===== src/rtl/sser_pkg.sv =====
package sser_pkg;
  typedef enum logic [2:0] {
    ST_IDLE,
    ST_LEAD_A,
    ST_LEAD_B,
    ST_LOW,
    ST_HIGH,
    ST_GAP_A,
    ST_GAP_B
  } sser_state_e;
endpackage


===== src/rtl/sser_half_timer.sv =====
module sser_half_timer #(
  parameter int unsigned HALF_DIV = 4
) (
  input  logic clk,
  input  logic rst_n,
  input  logic run_i,
  output logic tick_o
);
  localparam int unsigned CW = (HALF_DIV < 2) ? 1 : $clog2(HALF_DIV);
  localparam logic [CW-1:0] LAST = CW'(HALF_DIV - 1);

  logic [CW-1:0] cnt_q, cnt_d;

  assign tick_o = run_i && (cnt_q == LAST);

  always_comb begin
    cnt_d = cnt_q;
    if (!run_i)      cnt_d = '0;
    else if (tick_o) cnt_d = '0;
    else             cnt_d = cnt_q + 1'b1;
  end

  always_ff @(posedge clk or negedge rst_n) begin
    if (!rst_n) cnt_q <= '0;
    else        cnt_q <= cnt_d;
  end

  // the half-period counter never passes its terminal value
  a_r4_count_bound: assert property (@(posedge clk) disable iff (!rst_n)
    cnt_q <= LAST);
endmodule


===== src/rtl/sser_shifter.sv =====
module sser_shifter #(
  parameter int unsigned DATA_W = 16,
  parameter int unsigned LEN_W  = 5
) (
  input  logic              clk,
  input  logic              rst_n,
  input  logic              load_i,
  input  logic [DATA_W-1:0] word_i,
  input  logic [LEN_W-1:0]  len_i,
  input  logic              shift_i,
  input  logic              sample_i,
  input  logic              rx_bit_i,
  output logic              tx_bit_o,
  output logic [DATA_W-1:0] rx_word_o
);
  localparam logic [LEN_W-1:0] FULL = LEN_W'(DATA_W);

  logic [DATA_W-1:0] tx_q, tx_d;
  logic [DATA_W-1:0] rx_q, rx_d;

  assign tx_bit_o  = tx_q[DATA_W-1];
  assign rx_word_o = rx_q;

  always_comb begin
    tx_d = tx_q;
    if (load_i)       tx_d = word_i << (FULL - len_i);
    else if (shift_i) tx_d = {tx_q[DATA_W-2:0], 1'b0};
  end

  always_comb begin
    rx_d = rx_q;
    if (load_i)        rx_d = '0;
    else if (sample_i) rx_d = {rx_q[DATA_W-2:0], rx_bit_i};
  end

  always_ff @(posedge clk or negedge rst_n) begin
    if (!rst_n) begin
      tx_q <= '0;
      rx_q <= '0;
    end else begin
      tx_q <= tx_d;
      rx_q <= rx_d;
    end
  end

  // loading and shifting are never requested together
  a_r5_load_excl_shift: assert property (@(posedge clk) disable iff (!rst_n)
    load_i |-> !shift_i);
endmodule


===== src/rtl/sser_master.sv =====
module sser_master
  import sser_pkg::*;
#(
  parameter int unsigned DATA_W   = 16,
  parameter int unsigned MIN_LEN  = 4,
  parameter int unsigned HALF_DIV = 4
) (
  input  logic                         clk,
  input  logic                         rst_n,
  input  logic                         enable_i,
  input  logic [$clog2(DATA_W+1)-1:0]  word_len_i,
  input  logic                         q_valid_i,
  input  logic [DATA_W-1:0]            q_data_i,
  output logic                         q_pop_o,
  output logic                         ser_clk_o,
  output logic                         frame_n_o,
  output logic                         tx_dat_o,
  output logic                         tx_oe_o,
  input  logic                         rx_dat_i,
  output logic [DATA_W-1:0]            rx_word_o,
  output logic                         rx_valid_o
);
  localparam int unsigned LEN_W = $clog2(DATA_W + 1);
  localparam logic [LEN_W-1:0] LEN_MIN = LEN_W'(MIN_LEN);
  localparam logic [LEN_W-1:0] LEN_MAX = LEN_W'(DATA_W);

  sser_state_e       state_q, state_d;
  logic [LEN_W-1:0]  len_q, len_d;
  logic [LEN_W-1:0]  cnt_q, cnt_d;
  logic [DATA_W-1:0] rxw_q, rxw_d;
  logic              rxv_q, rxv_d;

  logic              tick, run;
  logic [LEN_W-1:0]  len_eff;
  logic              start, last, sample, shift, word_done;
  logic              tx_bit;
  logic [DATA_W-1:0] sh_rx_word;

  // Half-period time base
  assign run = (state_q != ST_IDLE);

  sser_half_timer #(.HALF_DIV(HALF_DIV)) u_timer (
    .clk    (clk),
    .rst_n  (rst_n),
    .run_i  (run),
    .tick_o (tick)
  );

  // Length clamp to the supported range
  always_comb begin
    if (word_len_i < LEN_MIN)      len_eff = LEN_MIN;
    else if (word_len_i > LEN_MAX) len_eff = LEN_MAX;
    else                           len_eff = word_len_i;
  end

  // Control events
  assign start     = enable_i && q_valid_i &&
                     ((state_q == ST_IDLE) || ((state_q == ST_GAP_B) && tick));
  assign last      = (cnt_q == len_q);
  assign sample    = tick && ((state_q == ST_LEAD_B) || ((state_q == ST_HIGH) && !last));
  assign shift     = tick && (state_q == ST_LOW) && !last;
  assign word_done = tick && (state_q == ST_HIGH) && last;

  sser_shifter #(.DATA_W(DATA_W), .LEN_W(LEN_W)) u_shift (
    .clk       (clk),
    .rst_n     (rst_n),
    .load_i    (start),
    .word_i    (q_data_i),
    .len_i     (len_eff),
    .shift_i   (shift),
    .sample_i  (sample),
    .rx_bit_i  (rx_dat_i),
    .tx_bit_o  (tx_bit),
    .rx_word_o (sh_rx_word)
  );

  // Next state
  always_comb begin
    state_d = state_q;
    unique case (state_q)
      ST_IDLE:   if (start) state_d = ST_LEAD_A;
      ST_LEAD_A: if (tick)  state_d = ST_LEAD_B;
      ST_LEAD_B: if (tick)  state_d = ST_LOW;
      ST_LOW:    if (tick)  state_d = ST_HIGH;
      ST_HIGH:   if (tick)  state_d = last ? ST_GAP_A : ST_LOW;
      ST_GAP_A:  if (tick)  state_d = ST_GAP_B;
      ST_GAP_B:  if (tick)  state_d = start ? ST_LEAD_A : ST_IDLE;
      default:              state_d = ST_IDLE;
    endcase
  end

  always_comb begin
    len_d = len_q;
    cnt_d = cnt_q;
    rxw_d = rxw_q;
    rxv_d = word_done;
    if (start) begin
      len_d = len_eff;
      cnt_d = '0;
    end else if (sample) begin
      cnt_d = cnt_q + 1'b1;
    end
    if (word_done) rxw_d = sh_rx_word;
  end

  // Registers
  always_ff @(posedge clk or negedge rst_n) begin
    if (!rst_n) begin
      state_q <= ST_IDLE;
      len_q   <= LEN_MIN;
      cnt_q   <= '0;
      rxw_q   <= '0;
      rxv_q   <= 1'b0;
    end else begin
      state_q <= state_d;
      len_q   <= len_d;
      cnt_q   <= cnt_d;
      rxw_q   <= rxw_d;
      rxv_q   <= rxv_d;
    end
  end

  // Moore outputs
  assign q_pop_o    = start;
  assign ser_clk_o  = (state_q != ST_LOW);
  assign frame_n_o  = (state_q == ST_IDLE) || (state_q == ST_GAP_A) || (state_q == ST_GAP_B);
  assign tx_oe_o    = (state_q == ST_LEAD_B) || (state_q == ST_LOW) || (state_q == ST_HIGH);
  assign tx_dat_o   = tx_oe_o && tx_bit;
  assign rx_word_o  = rxw_q;
  assign rx_valid_o = rxv_q;

  a_r1_idle_levels: assert property (@(posedge clk) disable iff (!rst_n)
    frame_n_o |-> (ser_clk_o && !tx_oe_o && !tx_dat_o));

  a_r2_pop_gated: assert property (@(posedge clk) disable iff (!rst_n)
    q_pop_o |-> (enable_i && q_valid_i && frame_n_o));

  a_r2_frame_after_pop: assert property (@(posedge clk) disable iff (!rst_n)
    q_pop_o |=> !frame_n_o);

  a_r3_clock_inside_driven_frame: assert property (@(posedge clk) disable iff (!rst_n)
    !ser_clk_o |-> (tx_oe_o && !frame_n_o));

  a_r5_data_stable_clock_low: assert property (@(posedge clk) disable iff (!rst_n)
    (!ser_clk_o && !$past(ser_clk_o)) |-> $stable(tx_dat_o));

  a_r6_upper_bits_clear: assert property (@(posedge clk) disable iff (!rst_n)
    rx_valid_o |-> ((rx_word_o >> len_q) == '0));

  a_r9_valid_single_cycle: assert property (@(posedge clk) disable iff (!rst_n)
    rx_valid_o |=> !rx_valid_o);

  a_r9_valid_at_frame_rise: assert property (@(posedge clk) disable iff (!rst_n)
    rx_valid_o |-> (frame_n_o && !$past(frame_n_o)));

  a_r10_len_in_range: assert property (@(posedge clk) disable iff (!rst_n)
    !frame_n_o |-> ((len_q >= LEN_MIN) && (len_q <= LEN_MAX)));
endmodule


===== config.mk =====
export PLATFORM = sky130hd
export DESIGN_NAME = sser_master
export DESIGN_NICKNAME = d
export VERILOG_FILES = /design/src/rtl/sser_pkg.sv /design/src/rtl/sser_half_timer.sv /design/src/rtl/sser_shifter.sv /design/src/rtl/sser_master.sv
export SDC_FILE = /design/constraint.sdc
export NUM_CORES = 1
export LEC_CHECK = 0
export BUFFER_PORTS_ARGS = -buffer_cell sky130_fd_sc_hd__buf_2
export CAP_MARGIN = 10
export CORE_MARGIN = 5
export CORE_UTILIZATION = 60
export CTS_BUF_LIST = sky130_fd_sc_hd__clkbuf_4 sky130_fd_sc_hd__clkbuf_8
export CTS_CLUSTER_DIAMETER = 80
export CTS_CLUSTER_SIZE = 12
export DETAILED_ROUTE_END_ITERATION = 16
export HOLD_SLACK_MARGIN = 0.1
export PLACE_DENSITY = 0.85
export SLEW_MARGIN = 20
export SYNTH_ARGS = -nofsm -noshare
export SYNTH_HDL_FRONTEND = slang
export SYNTH_SLANG_ARGS = --single-unit

===== constraint.sdc =====
create_clock -name clk -period 2.4 [get_ports clk]
set_input_delay 0.36 -clock clk [delete_from_list [all_inputs] [get_ports clk]]
set_output_delay 0.36 -clock clk [all_outputs]
set_load 0.005 [all_outputs]

==> Yosys cells after proc, flatten, opt, wreduce, memory -nomap -nowiden <==
Cells that the tools add are included.
{ "word_totals": {"regBits": 64, "latch_bits": 0, "ramBits": 0, "mem_bits_ro": 0, "input_bits": 26, "output_inout_bits": 22, "wordCells": 73, "n_memories": 0} }
{ "classes": {"addsub": 3, "multipliers": 0, "div_mod_pow": 0, "n_lt_le_gt_ge": 2, "n_eq_ne": 16, "shift": 1, "muxes": 20, "bitwise_logic": 0, "reduce_logical": 23} }
{ "op_table": {"columns": ["op", "count"], "rows": [
  ["$mux 16", 4],
  ["$mux 3", 8],
  ["$pmux 3 s7", 1],
  ["$mux 5", 4],
  ["$shl 16x5->16", 1],
  ["$ne 2x2->1 const B", 7],
  ["$logic_and 1x1->1", 11],
  ["$eq 3x3->1 const B", 3],
  ["$reduce_and 7->1", 1],
  ["$eq 3x2->1 const B", 2],
  ["$logic_or 1x1->1", 6],
  ["$add 5x1->5 const B", 1],
  ["$eq 5x5->1", 1],
  ["$gt 5x5->1 const B", 1],
  ["$lt 5x3->1 const B", 1],
  ["$sub 5x5->5 const A", 1],
  ["$mux 2", 2],
  ["$reduce_bool 2->1", 2],
  ["$eq 3x1->1 const B", 1],
  ["$logic_not 3->1", 1],
  ["$ne 3x2->1 const B", 1],
  ["$reduce_bool 3->1", 1],
  ["$add 2x1->2 const B", 1],
  ["$eq 2x2->1 const B", 1],
  ["2 further kinds", 2]
]} }

==> Depth between registers and ports, before layout <==
Gate-level depths: netlist (run 1).
{ "depth": {"depth_word": 8, "mapped_depth": 15, "depth_no_buf": 10} }

==> By module <==
A second synthesis (run 1) with hierarchy kept.
{ "hier_totals": {"hier_cells": 330, "area_unflattened_um2": 3811.2} }
{ "modules_own_cells": {"columns": ["module", "n_inst", "cells_per_inst", "area_each_um2"], "rows": [
  ["sser_shifter", 1, 196, 2188.3],
  ["sser_master", 1, 128, 1534.0],
  ["sser_half_timer", 1, 6, 88.8]
]} }

==> Worst setup path before layout (run 1) <==
OpenSTA, ideal clock, no wires.
{ "synth_timing": {"kind": "input port to flip-flop", "start": "in word_len_i[4]", "end": "reg u_shift.tx_q[8]", "setup_time_ns": 0.094, "arrival_ns": 2.751, "setup_slack_ns": -0.445, "stages": 13, "path_buffers": 4, "cell_sequence": "o21ba_2 -> and2_4 -> buf_6 -> inv_2 -> buf_4 -> ha_1 -> buf_2 -> buf_2 -> nand2b_1 -> a211oi_1 -> nor2_1 -> mux4_2 -> a221oi_2"} }
{ "synth_between": {"elab_chain_len": 6} }
{ "synth_lines": {"columns": ["element", "line_no", "rtl"], "rows": [
  ["start: declaration", "sser_master.sv:11", "input logic [$clog2(DATA_W+1)-1:0] word_len_i,"],
  ["$gt 5x5->1", "sser_master.sv:52", "else if (word_len_i > LEN_MAX) len_eff = LEN_MAX;"],
  ["$mux 5", "sser_master.sv:52", null],
  ["$mux 5 *", "sser_master.sv:51", "if (word_len_i < LEN_MIN) len_eff = LEN_MIN;"],
  ["$sub 5x5->5 *", "sser_shifter.sv:26", "if (load_i) tx_d = word_i << (FULL - len_i);"],
  ["$shl 16x5->16 *", "sser_shifter.sv:26", null],
  ["$mux 16 *", "sser_shifter.sv:26", null],
  ["end signal: assignment", "sser_shifter.sv:41", "tx_q <= tx_d;"],
  ["end: declaration", "sser_shifter.sv:18", "logic [DATA_W-1:0] tx_q, tx_d;"]
]} }
Every way passes the cells marked *; elsewhere a longest branch is shown, timed or not.
A chain may end at the register's enable or synchronous reset.

==> Worst setup path in the final report (run 1) <==
{ "layout_timing": {"start": "in word_len_i[2]", "end": "reg u_shift.tx_q[11]"} }
The elaborated chain is that of the path after synthesis.

==> results_dict.tcl, run 1 <==
set metrics [dict create \
    ys_types 63 \
    grt_max_degree 41 \
    synth_compound_area_share_pct 17.9 \
    clock-sinks 64 \
    portBuffers 47 \
    htreeDepth 3 \
    synth_top_family_by_area "simple AND/OR/NAND/NOR gates" \
    crit_required_ps 2610 \
    routed_via_density 6.19 \
    timing.rr.start "cnt_q[1]" \
    nets 509 \
    ir_drop_mv 0.753 \
    area_growth_pct 19.0 \
    timing.final.ws_setup_ps 176 \
    synth_top_cell_area_share_pct 40.7 \
    wire_per_inst_um 17.7 \
    cts_tree "done" \
    grt_first_pass_wirelength_mm 16.7 \
    yosysMostFrequentCell "nand2_1" \
    vias 3479 \
    fin_crit_sh_pct 92.7 \
    insertion_delay_ps 340 \
    first_pass_iters 6 \
    antenna_found_initial 0 \
    clock.fmax_mhz 450 \
    drt-total-wl_mm 9.95 \
    outcome "complete, no violations" \
    power_frac_comb_pct 34.8 \
    grt_usage_pct 24.8 \
    gp_congestion 0.940 \
    synthTopCellsByArea "dfrtp_1 (41%), nand2_1 (7.0%), mux2i_1 (5.7%)" \
    worstHoldStart "rx_dat_i" \
    fin_cells 562 \
    crit_family "compound AO/OA/AOI/OAI gates" \
    ys_seq_area_share_pct 41.4 \
    yosys.area_share.simple_pct 18.2 \
    drt_iter0_markers 401 \
    setup_viol 0 \
    p_int_mw 2.62 \
    holdCritPathClass "in2reg" \
    netlist_area_um2 3870 \
    start_kind "input pin" \
    core_area_um2 6310 \
    p_total_mw 4.11 \
    synth.avg_cell_area_um2 9.24 \
    yosys-top-cells-count "nand2_1 (72), dfrtp_1 (63), o21ai_0 (30)" \
    clock_skew_ps 9.29 \
    crit_chain "buf_2 -> o21ba_4 -> and2_4 -> inv_8 -> ha_4 -> inv_4 -> and4_1 -> a311oi_2 -> a21oi_1 -> a2111o_1 -> nor3b_1" \
    netlist.top_cell.by_area "dfrtp_1" \
    die_area_um2 8160 \
    drive_gt1_share_pct 27.8 \
    crit_slowest_cell "a2111o_1" \
    path_class "in2reg" \
    crit_fanout 27 \
    synthArstFlopShare_pct 100 \
    finalHoldViolCount 0 \
    yosys_most_used_dff "dfrtp_1" \
    ys_ff_latch 64 \
    clockRootBuffer "clkbuf_8" \
    ios 48 \
    dp_cells 545 \
    cts_made_buffers 9 \
    synth_cells 419 \
    yosysWarnings 0 \
    slowest_delay_ps 380 \
    tightestPinTransition_ps 602 \
    synth-adder-area-share_pct 0.970 \
    hpwl_mm 7.25 \
    grt.overflow.total 0 \
    cap_viol_max_count 0 \
    p_per_area_nw_per_um2 893 \
    startpoint "word_len_i[2]" \
    cp-end-kind "register" \
    drtAntennaViolNets 0 \
    clkPwrFrac_pct 22.5 \
    whs_ps 256 \
    die_h_um 90.3 \
    grt_pass1_vias 3426 \
    dp_slack_ps -146 \
    synth_edf_count 0 \
    cts_max_path_buffers 2 \
    synthMuxAreaShare_pct 15.0 \
    fp.dieW_um 90.3 \
    pwr-share-seq_pct 42.7 \
    rows 29 \
    max-slew-margin-rel_pct 59.9 \
    final_max_slew_viol_count 0 \
    start_util_pct 61.3 \
    drc 0 \
    critPathArrivalTime_ps 2430 \
    crit_buf_inv 3 \
    p_switching_mw 1.49 \
    clk_transition_reported_paths_ps 60 \
    syn-num-nets 448 \
    rsz0062_at_grt "false" \
    static-leakage-power_nw 2.16 \
    antennaDiodeCount 0 \
    switching_share_pct 36.3 \
    synthXorXnorAreaFrac_pct 1.36 \
    fin_crit_ps 2220 \
]
## registers in the layout, indices dropped and copies added (netlist names)
register           flops
rx_valid_o             1
u_shift.tx_q          16
state_q                3
u_timer.cnt_q          2
len_q                  5
rx_word_o             16
u_shift.rx_word_o     16
cnt_q                  5
## kinds of logic after synthesis
kind of cell / count (synthesis)
adder cells (fa/ha/maj): 3
XOR/XNOR: 6
AND/OR/NAND/NOR: 153
multiplexers: 47
flip-flops: 64
AO/OA/AOI/OAI: 103
buffers and inverters: 43
## placed cells by master (no fill, tap or decap), drive strengths merged, types with 2 or more instances in the layout
master	n
a221oi	3
clkinv	4
nor2	24
a22oi	9
nand2b	14
mux4	7
and2	4
nand3	9
o22ai	6
nor3	14
xor2	5
buf	82
o211a	2
clkbuf	11
a211oi	6
ha	3
or2	3
a311oi	5
and4	2
mux2	18
nand4	3
nor2b	4
inv	9
o32ai	2
o2111ai	2
a21oi	17
mux2i	22
nand2	72
o21ai	33
o31ai	4
dfrtp	63
a21boi	2
## power groups by stage
stage / Sequential, mW / Combinational (mW) / Clock (mW)
CTS: 1.75 / 1.42 / 0.939
finish: 1.76 / 1.43 / 0.925
detailed placement: 1.77 / 1.40 / 0
global placement: 1.73 / 1.32 / 0
floorplan: 1.66 / 1.02 / 0
global route: 1.80 / 1.60 / 1.00
## worst paths after layout
| kind | end | slack [ps] | cells past startpoint |
|---|---|---|---|
| worst max-delay path | u_shift.tx_q[11] | 180 | 11 |
| worst min-delay path | u_shift.rx_word_o[0] | 260 | 3 |
| worst max register to register | rx_word_o[6] | 230 | 7 |
| worst min register to register | u_timer.cnt_q[0] | 450 | 1 |
| max in group asynchronous | len_q[2] | 1160 | 3 |
| min in group asynchronous | u_timer.cnt_q[1] | 560 | 2 |
## metrics by stage
stage,utilization (%),setup TNS (ps),area (um2)
2_1_floorplan,-,-1080,3980
3_5_place_dp,69.5,-761,4390
5_1_grt,72.9,0,4600
3_3_place_gp,69.5,-286,4390
4_1_cts,72.8,0,4600
6_report,72.9,0,4600
## worst min-delay path: stages
cell	delay [ps]
buf_2	80
nand2_1	30
o21ai_0	80
## routing by layer
layer	share of wire (%)	global-route usage (%)	vias to the layer above
li1	-	-	1634
met1	41	32.6	1672
met2	51	41.3	156
met3	7.2	5.67	17
met4	1.4	7.07	0
met5	0	0	-
## cell type report
| class | instances | area (um2) |
|---|---|---|
| clock buffer | 11 | 145 |
| multi-input combinational | 312 | 2140 |
| fill | 454 | 1710 |
| inverter | 10 | 47.5 |
| timing repair buffer | 83 | 520 |
| sequential | 64 | 1600 |
| clock inverter | 5 | 56.3 |
| tap | 77 | 96.3 |
## repair_timing
item                       CTS  global route
setup endpoints to repair    0             1
hold buffers                 1             0
hold endpoints to repair    24             0
gates resized for setup      0             1
setup buffers                0             0
Note: power is estimated with default switching activity, not from simulation.
==> run 2: changes to the inputs <==
==> constraint.sdc (replaced) <==
create_clock -name clk -period 2.4 [get_ports clk]
set_input_delay 0.12 -clock clk [delete_from_list [all_inputs] [get_ports clk]]
set_output_delay 0.12 -clock clk [all_outputs]
set_load 0.005 [all_outputs]
==> run 2 against run 1 <==
Compared with the run above:
- clock power fell by 8.0%
- critical path type unchanged
- core utilization barely moved
- first-iteration DRC count fell by 29%
- highest routed layer unchanged
- fmax rose by 0.71%
- register-to-register slack got worse by 20 ps
- non-clock buffer count rose by 4
- sequential share of layout area barely moved
==> results_dict.tcl, run 2 (synthesis gave the netlist of run 1 again) <==
set metrics [dict create \
    outcome "complete, no violations" \
    drc 0 \
    insertion_delay_ps 350 \
    final_max_slew_viol_count 0 \
    area_growth_pct 19.0 \
    drt-total-wl_mm 10.2 \
    crit_slowest_cell "ha_2" \
    drtAntennaViolNets 0 \
    clockRootBuffer "clkbuf_8" \
    fin_crit_sh_pct 92.0 \
    portBuffers 47 \
    grt.overflow.total 0 \
    drt_iter0_markers 285 \
    hpwl_mm 7.15 \
    fin_cells 566 \
    cts_tree "done" \
    final_cell_area_um2 4610 \
    clock_skew_ps 20.6 \
    gp_congestion 0.998 \
    wire_per_inst_um 18.0 \
    grt_max_degree 47 \
    use_met2_pct 41.6 \
    clk_transition_reported_paths_ps 80 \
    rsz0062_at_grt "false" \
    place_area_um2 4390 \
    busiest_layer "met2" \
    setup_viol 0 \
    grt_use_met3_pct 6.50 \
    whs_ps 165 \
    clock.fmax_mhz 453 \
    die_area_um2 8160 \
    start_kind "input pin" \
    crit_fanout 24 \
    fp.dieW_um 90.3 \
    layout_commonest_cell "nand2_1" \
    ir_drop_mv 0.551 \
    drive_gt1_share_pct 27.6 \
    vias 3443 \
    start_util_pct 61.3 \
    grt_util_met1_pct 32.9 \
    rows 29 \
    p_per_area_nw_per_um2 881 \
    dp_cells 548 \
    holdCritPathClass "in2reg" \
    clock-sinks 64 \
    slowest_delay_ps 440 \
    critPathArrivalTime_ps 2410 \
    first_pass_iters 6 \
    nets 513 \
    tightestPinTransition_ps 478 \
    die_h_um 90.3 \
    cts_made_buffers 9 \
    finish.utilization_pct 72.9 \
    antenna_found_initial 0 \
    static-leakage-power_nw 2.16 \
    cts_max_path_buffers 2 \
    ios 48 \
    core_area_um2 6310 \
    crit_chain "buf_2 -> o21ba_4 -> and2_4 -> inv_6 -> ha_2 -> inv_4 -> and4_1 -> a311oi_2 -> a21oi_1 -> a2111o_1 -> nor3b_1" \
    cap_viol_max_count 0 \
    fin_crit_ps 2210 \
    routed_via_density 6.08 \
    grt_first_pass_wirelength_mm 16.9 \
    antennaDiodeCount 0 \
    grt_pass1_vias 3481 \
    crit_required_ps 2600 \
    grt_usage_pct 25.5 \
    path_class "in2reg" \
    nFillCells 475 \
    htreeDepth 3 \
    cp-end-kind "register" \
    max-slew-margin-rel_pct 68.2 \
    finalHoldViolCount 0 \
    layout_common_cells "nand2_1 (72), dfrtp_1 (63), buf_2 (47)" \
]
-- run 2: cell type report --
cell class	instances	area [um2]	area share [%]
clock buffers	12	153	3.31
clock inverters	4	30.0	0.652
repair buffers	87	566	12.3
flip-flops and latches	64	1600	34.8
multi-input cells	312	2110	45.9
well taps	77	96.3	2.09
inverters	10	45.0	0.978
-- run 2: worst max-delay path, delay by kind of cell --
| family | cells | cell delay [ps] |
|---|---|---|
| compound gates | 4 | 1090 |
| buf+inv | 3 | 230 |
| fa+ha+maj | 1 | 440 |
| simple gates | 3 | 530 |
-- run 2: timing repair --
action                     4_1_cts  5_1_grt
setup endpoints to repair        0       15
hold buffers                     2        0
hold endpoints to repair        65        0
resized for setup                0        2
buffers inserted                 0        0
-- run 2: power by group --
part	internal (mW)	switching, mW
combinational	0.649	0.811
sequential	1.46	0.284
clock	0.428	0.423
total	2.54	1.52
-- run 2: metrics by stage --
stage | power [mW] | setup TNS (ps) | setup slack [ps]
finish | 4.06 | 0 | 192
global route | 4.33 | 0 | 45.4
CTS | 4.01 | 0 | 146
detailed placement | 3.16 | -625 | -119
global placement | 3.05 | -304 | -79.9
floorplan | 2.66 | 0 | 1.68
-- run 2: layer usage --
metal  share of wire [%]  wire length [um]  vias up
li1                    -                 -     1628
met1                  41              4200     1669
met2                  51              5160      131
met3                 6.4               653       15
met4                 1.5               155        0
met5                   0                 0        -
-- run 2: final timing paths --
path,from,end,slack (ps),depth (start not counted)
setup / recovery,word_len_i[2],u_shift.tx_q[11],190,11
hold / removal,word_len_i[3],len_q[3],170,4
setup reg to reg,cnt_q[1],rx_word_o[1],210,7
hold reg to reg,u_timer.cnt_q[0],u_timer.cnt_q[0],450,1
max in group asynchronous,rst_n,rx_word_o[1],1680,3
min in group asynchronous,rst_n,u_timer.cnt_q[0],310,3
